[config.mk]
export PLATFORM = sky130hd
export DESIGN_NAME = dr_hs_stage
export DESIGN_NICKNAME = d
export VERILOG_FILES = /design/src/rtl/dr_hs_stage.sv
export SDC_FILE = /design/constraint.sdc
export NUM_CORES = 1
export LEC_CHECK = 0
export ABC_CLOCK_PERIOD_IN_PS = 1520
export BUFFER_PORTS_ARGS = -buffer_cell sky130_fd_sc_hd__buf_2
export CAP_MARGIN = 10
export CORE_MARGIN = 10
export CORE_UTILIZATION = 43
export DETAILED_ROUTE_END_ITERATION = 10
export MAX_ROUTING_LAYER = met4
export PLACE_DENSITY = 0.75
export SLEW_MARGIN = 20
export SYNTH_ARGS = -nofsm -noshare
export SYNTH_HDL_FRONTEND = slang
export SYNTH_SLANG_ARGS = --single-unit
[constraint.sdc]
create_clock -name clk -period 1.52 [get_ports clk]
set_input_delay 0.304 -clock clk [delete_from_list [all_inputs] [get_ports clk]]
set_output_delay 0.304 -clock clk [all_outputs]
set_load 0.005 [all_outputs]
[src/rtl/dr_hs_stage.sv]
module dr_hs_stage #(
  parameter int WIDTH = 8,
  parameter bit RTO   = 1'b0
) (
  input  logic             clk,
  input  logic             rst_n,
  input  logic [WIDTH-1:0] in_t,
  input  logic [WIDTH-1:0] in_f,
  input  logic             ack_rx,
  output logic [WIDTH-1:0] out_t,
  output logic [WIDTH-1:0] out_f,
  output logic             ack_tx
);
  localparam logic SPC = RTO;

  logic             en;
  logic [WIDTH-1:0] done;

  assign en   = ~ack_rx;
  assign done = RTO ? (out_t & out_f) : (out_t | out_f);

  for (genvar i = 0; i < WIDTH; i++) begin : g_bit
    always_ff @(posedge clk or negedge rst_n) begin
      if (!rst_n)               out_t[i] <= SPC;
      else if (in_t[i] == en)   out_t[i] <= en;
    end

    always_ff @(posedge clk or negedge rst_n) begin
      if (!rst_n)               out_f[i] <= SPC;
      else if (in_f[i] == en)   out_f[i] <= en;
    end


    p_no_illegal_r3: assert property (@(posedge clk) disable iff (!rst_n)
      RTO ? (out_t[i] | out_f[i]) : !(out_t[i] & out_f[i]));

    // a change needs agreement of rail and enable in the prior cycle
    p_true_change_r4: assert property (@(posedge clk) disable iff (!rst_n)
      (out_t[i] != $past(out_t[i])) |->
        (out_t[i] == $past(in_t[i]) && out_t[i] == $past(~ack_rx)));
    p_false_change_r4: assert property (@(posedge clk) disable iff (!rst_n)
      (out_f[i] != $past(out_f[i])) |->
        (out_f[i] == $past(in_f[i]) && out_f[i] == $past(~ack_rx)));
  end

  always_ff @(posedge clk or negedge rst_n) begin
    if (!rst_n)        ack_tx <= RTO;
    else if (&done)    ack_tx <= 1'b1;
    else if (~|done)   ack_tx <= 1'b0;
  end


  p_ack_rise_r6: assert property (@(posedge clk) disable iff (!rst_n)
    $rose(ack_tx) |-> $past(RTO ? (&out_t && &out_f) : &(out_t ^ out_f)));
  p_ack_fall_r6: assert property (@(posedge clk) disable iff (!rst_n)
    $fell(ack_tx) |-> $past(RTO ? &(out_t ^ out_f) : (~|out_t && ~|out_f)));
endmodule

==> impl_metrics.prom <==
# TYPE chip_impl_metric gauge
chip_impl_info{name="run_status",value="finished clean"} 1
chip_impl_info{name="crit_path_start",value="out_f[2]"} 1
chip_impl_metric{name="vdd_ir_drop_max",unit="mV"} 0.628
chip_impl_metric{name="fin_nets",unit=""} 137
chip_impl_metric{name="clock_tree.buffer_depth",unit=""} 2
chip_impl_metric{name="worst_ep_arrival_time",unit="ns"} 1.44
chip_impl_metric{name="leakagePower",unit="nW"} 0.447
chip_impl_metric{name="core",unit="um^2"} 1560
chip_impl_metric{name="final-instance-count-excl-fill",unit=""} 133
chip_impl_metric{name="wl_met3",unit="um"} 131
chip_impl_metric{name="final_estimated_routing_congestion_in_global_placement",unit=""} 0.740
chip_impl_metric{name="slew_headroom",unit=""} 0.756
chip_impl_metric{name="syn-cell-area",unit="um^2"} 727
chip_impl_metric{name="drtIter0Drc",unit=""} 23
chip_impl_metric{name="finalCoreUtilization",unit=""} 0.612
chip_impl_metric{name="yosysWarningCount",unit=""} 0
chip_impl_metric{name="synth_area_per_cell",unit="um^2"} 9.32
chip_impl_metric{name="floorplan.die.height",unit="um"} 61.1
chip_impl_metric{name="place_worst_setup_slack",unit="ns"} 0.271
chip_impl_metric{name="chipWidth",unit="um"} 61.1
chip_impl_metric{name="fin_tns_setup",unit="ns"} 0
chip_impl_info{name="cell_with_the_most_instances_after_synthesis",value="nor2_1"} 1
chip_impl_metric{name="synth.yosys.seq_area_share",unit=""} 0.585
chip_impl_metric{name="post_synth_num_cell_types",unit=""} 9
chip_impl_metric{name="postSynthCellCount",unit=""} 78
chip_impl_metric{name="grt_start_max_net_pins",unit=""} 18
chip_impl_metric{name="placementRows",unit=""} 14
chip_impl_metric{name="drt-met1-wl",unit="um"} 786
chip_impl_info{name="timing.rr.start",value="out_f[2]"} 1
chip_impl_metric{name="htree_levels",unit=""} 1
chip_impl_metric{name="asyncSetResetFlopFracSynth",unit=""} 1.00
chip_impl_metric{name="postRouteAntennaNets",unit=""} 0
chip_impl_metric{name="cts_resized",unit=""} 0
chip_impl_metric{name="vias_per_cell",unit=""} 5.36
chip_impl_metric{name="max_cap_viol_count",unit=""} 0
chip_impl_info{name="criticalPathCategory",value="register to register"} 1
chip_impl_info{name="slowest_stage",value="dfrtp_1"} 1
chip_impl_metric{name="synth_fp_nets",unit=""} 97
chip_impl_metric{name="final.period_utilization",unit=""} 0.829
chip_impl_metric{name="min_path_cells",unit=""} 3
chip_impl_metric{name="cpPeakStageDelay",unit="ns"} 0.44
chip_impl_info{name="worstSetupStartpointType",value="register"} 1
chip_impl_metric{name="synthToLayoutAreaGrowth",unit="%"} 31.3
chip_impl_info{name="clock_tree_from_tritoncts",value="done"} 1
chip_impl_metric{name="cp_data_required_time",unit="ns"} 1.70
chip_impl_info{name="ys.flop_type",value="dfrtp_1"} 1
chip_impl_metric{name="portBuffers",unit=""} 35
chip_impl_info{name="netlist_top_cells_area",value="dfrtp_1, o21ai_0, nor2_1, nand2_1, nor4_2"} 1
chip_impl_metric{name="gr-total-overflow",unit=""} 0
chip_impl_info{name="critical_path.top_delay_family",value="simple AND/OR/NAND/NOR gates"} 1
chip_impl_info{name="worst_setup_path_end_kind",value="register"} 1
chip_impl_metric{name="detail_route.wl_per_cell",unit="um"} 14.5
chip_impl_metric{name="remaining_drc_errors",unit=""} 0
chip_impl_metric{name="hpwlAfterDp",unit="um"} 1560
chip_impl_metric{name="start_util",unit=""} 0.466
chip_impl_metric{name="critical_path_depth",unit=""} 3
chip_impl_metric{name="clk_latency",unit="ns"} 0.28
chip_impl_metric{name="grt_pass1_wl",unit="um"} 3240
chip_impl_metric{name="synth_enable_flop_cells",unit=""} 0
chip_impl_metric{name="hold_violation_total_from_the_final_report",unit=""} 0
chip_impl_metric{name="cts_buffers",unit=""} 3
chip_impl_metric{name="final_period_minus_worst_setup_slack",unit="ns"} 1.26
chip_impl_metric{name="ios",unit=""} 36
chip_impl_metric{name="power_density",unit="nW/um^2"} 1000
chip_impl_metric{name="crit_buf_inv",unit=""} 0
chip_impl_info{name="hold_path.startpoint",value="in_f[2]"} 1
chip_impl_metric{name="cts_sinks",unit=""} 17
chip_impl_metric{name="top_area_cell_type_share_of_the_netlist_area",unit=""} 0.585
chip_impl_metric{name="final.setup_skew",unit="ns"} 0.00570
chip_impl_info{name="path_cells",value="nor4_2 > nand4_1 > a22o_1"} 1
chip_impl_metric{name="reg2regPathDepth",unit=""} 3
chip_impl_info{name="grt_setup_unrepaired",value="no"} 1
chip_impl_metric{name="met2_length",unit="um"} 1000
chip_impl_info{name="synth_top_cell_by_area",value="dfrtp_1"} 1
chip_impl_info{name="topRoutingLayerUsed",value="met4"} 1
chip_impl_metric{name="dr.pass1.iters",unit=""} 4
chip_impl_metric{name="die_area",unit="um^2"} 3740
chip_impl_metric{name="wl",unit="um"} 1930
chip_impl_metric{name="slew_viol_final",unit=""} 0
chip_impl_info{name="buffer_type_at_the_clock_tree_root",value="clkbuf_4"} 1
chip_impl_metric{name="via_count",unit=""} 713
chip_impl_metric{name="drive_gt1_frac",unit=""} 0.359
chip_impl_metric{name="grt_util_all_layers",unit=""} 0.117
chip_impl_metric{name="placedCellCount",unit=""} 128
chip_impl_metric{name="synth.ff_latch_count",unit=""} 17
chip_impl_metric{name="overall_power_of_the_completed_layout",unit="uW"} 959
chip_impl_metric{name="initial_antenna_violation_count",unit=""} 0
chip_impl_metric{name="cp_max_fo",unit=""} 5
chip_impl_metric{name="final_setup_violation_count",unit=""} 0
chip_impl_metric{name="r2r_setup_slack",unit="ns"} 0.26
chip_impl_info{name="timing.hold.worst.class",value="input pin to register"} 1
chip_impl_metric{name="antenna-diode-count",unit=""} 0
chip_impl_metric{name="top_achievable_clock_speed",unit="MHz"} 794
chip_impl_metric{name="timing_worst_slew_pin_value",unit="ns"} 0.366
chip_impl_info{name="synth_top_cells_by_count",value="nor2_1, dfrtp_1, nand2_1, o21ai_0"} 1
chip_impl_metric{name="vias_in_the_first_global_route",unit=""} 732
chip_impl_metric{name="clkSlewWorstSetupHoldPaths",unit="ns"} 0.09
chip_impl_metric{name="final.setup.worst_slack",unit="ns"} 0.260
==> metrics by stage <==
step                area, um^2  hold WS (ns)
detailed placement         918         0.240
global route               955         0.219
global placement           918         0.243
finish                     955         0.231
floorplan                  727       0.00841
CTS                        955         0.219
==> power by group <==
part	switching (mW)	internal [mW]	leakage, nW
Clock	0.131	0.102	0.0150
Sequential	0.0655	0.497	0.191
Combinational	0.0805	0.0836	0.241
Total	0.277	0.682	0.447
==> sequential cells by signal, indices dropped and copies added, names as in the netlist <==
name,cells
ack_tx,1
out_f,8
out_t,8
==> area by class of cell <==
type                    count  area (um^2)
fillers                   140          604
repair buffers             36          185
well taps                  16         20.0
clock buffers               4         26.3
multi-input cells          60          298
flip-flops and latches     17          425
==> layout by cell type (no fill, tap or decap) <==
master / count
a22o_1: 1
buf_2: 35
clkbuf_1: 1
clkbuf_4: 3
dfrtp_1: 17
dlygate4sd3_1: 1
nand2_1: 16
nand4_1: 1
nor2_1: 18
nor4_2: 4
o21ai_0: 16
o22ai_1: 4
==> cells by family after synthesis <==
family,synth area share
buf+inv,0.00516
flops,0.585
compound gates,0.157
simple gates,0.253
==> metal layers <==
layer  global-route usage  vias up
li1                     -      350
met1                0.125      342
met2                0.194       19
met3               0.0350        2
met4               0.0586        0
met5                    -        -
==> worst register-to-register path: stages (launching register included) <==
cell and delay [ns]:
dfrtp_1 0.44, nor4_2 0.32, nand4_1 0.15, a22o_1 0.25
==> worst paths after layout <==
path / to
max: ack_tx
min: out_f[2]
max reg2reg: ack_tx
min reg2reg: ack_tx
max in group asynchronous: out_t[0]
min in group asynchronous: ack_tx
==> what timing repair did <==
item	CTS	global route
endpoints found under the hold margin	17	0
hold buffers	1	0
buffers inserted	0	0
Power figures use the tool's default switching activity.
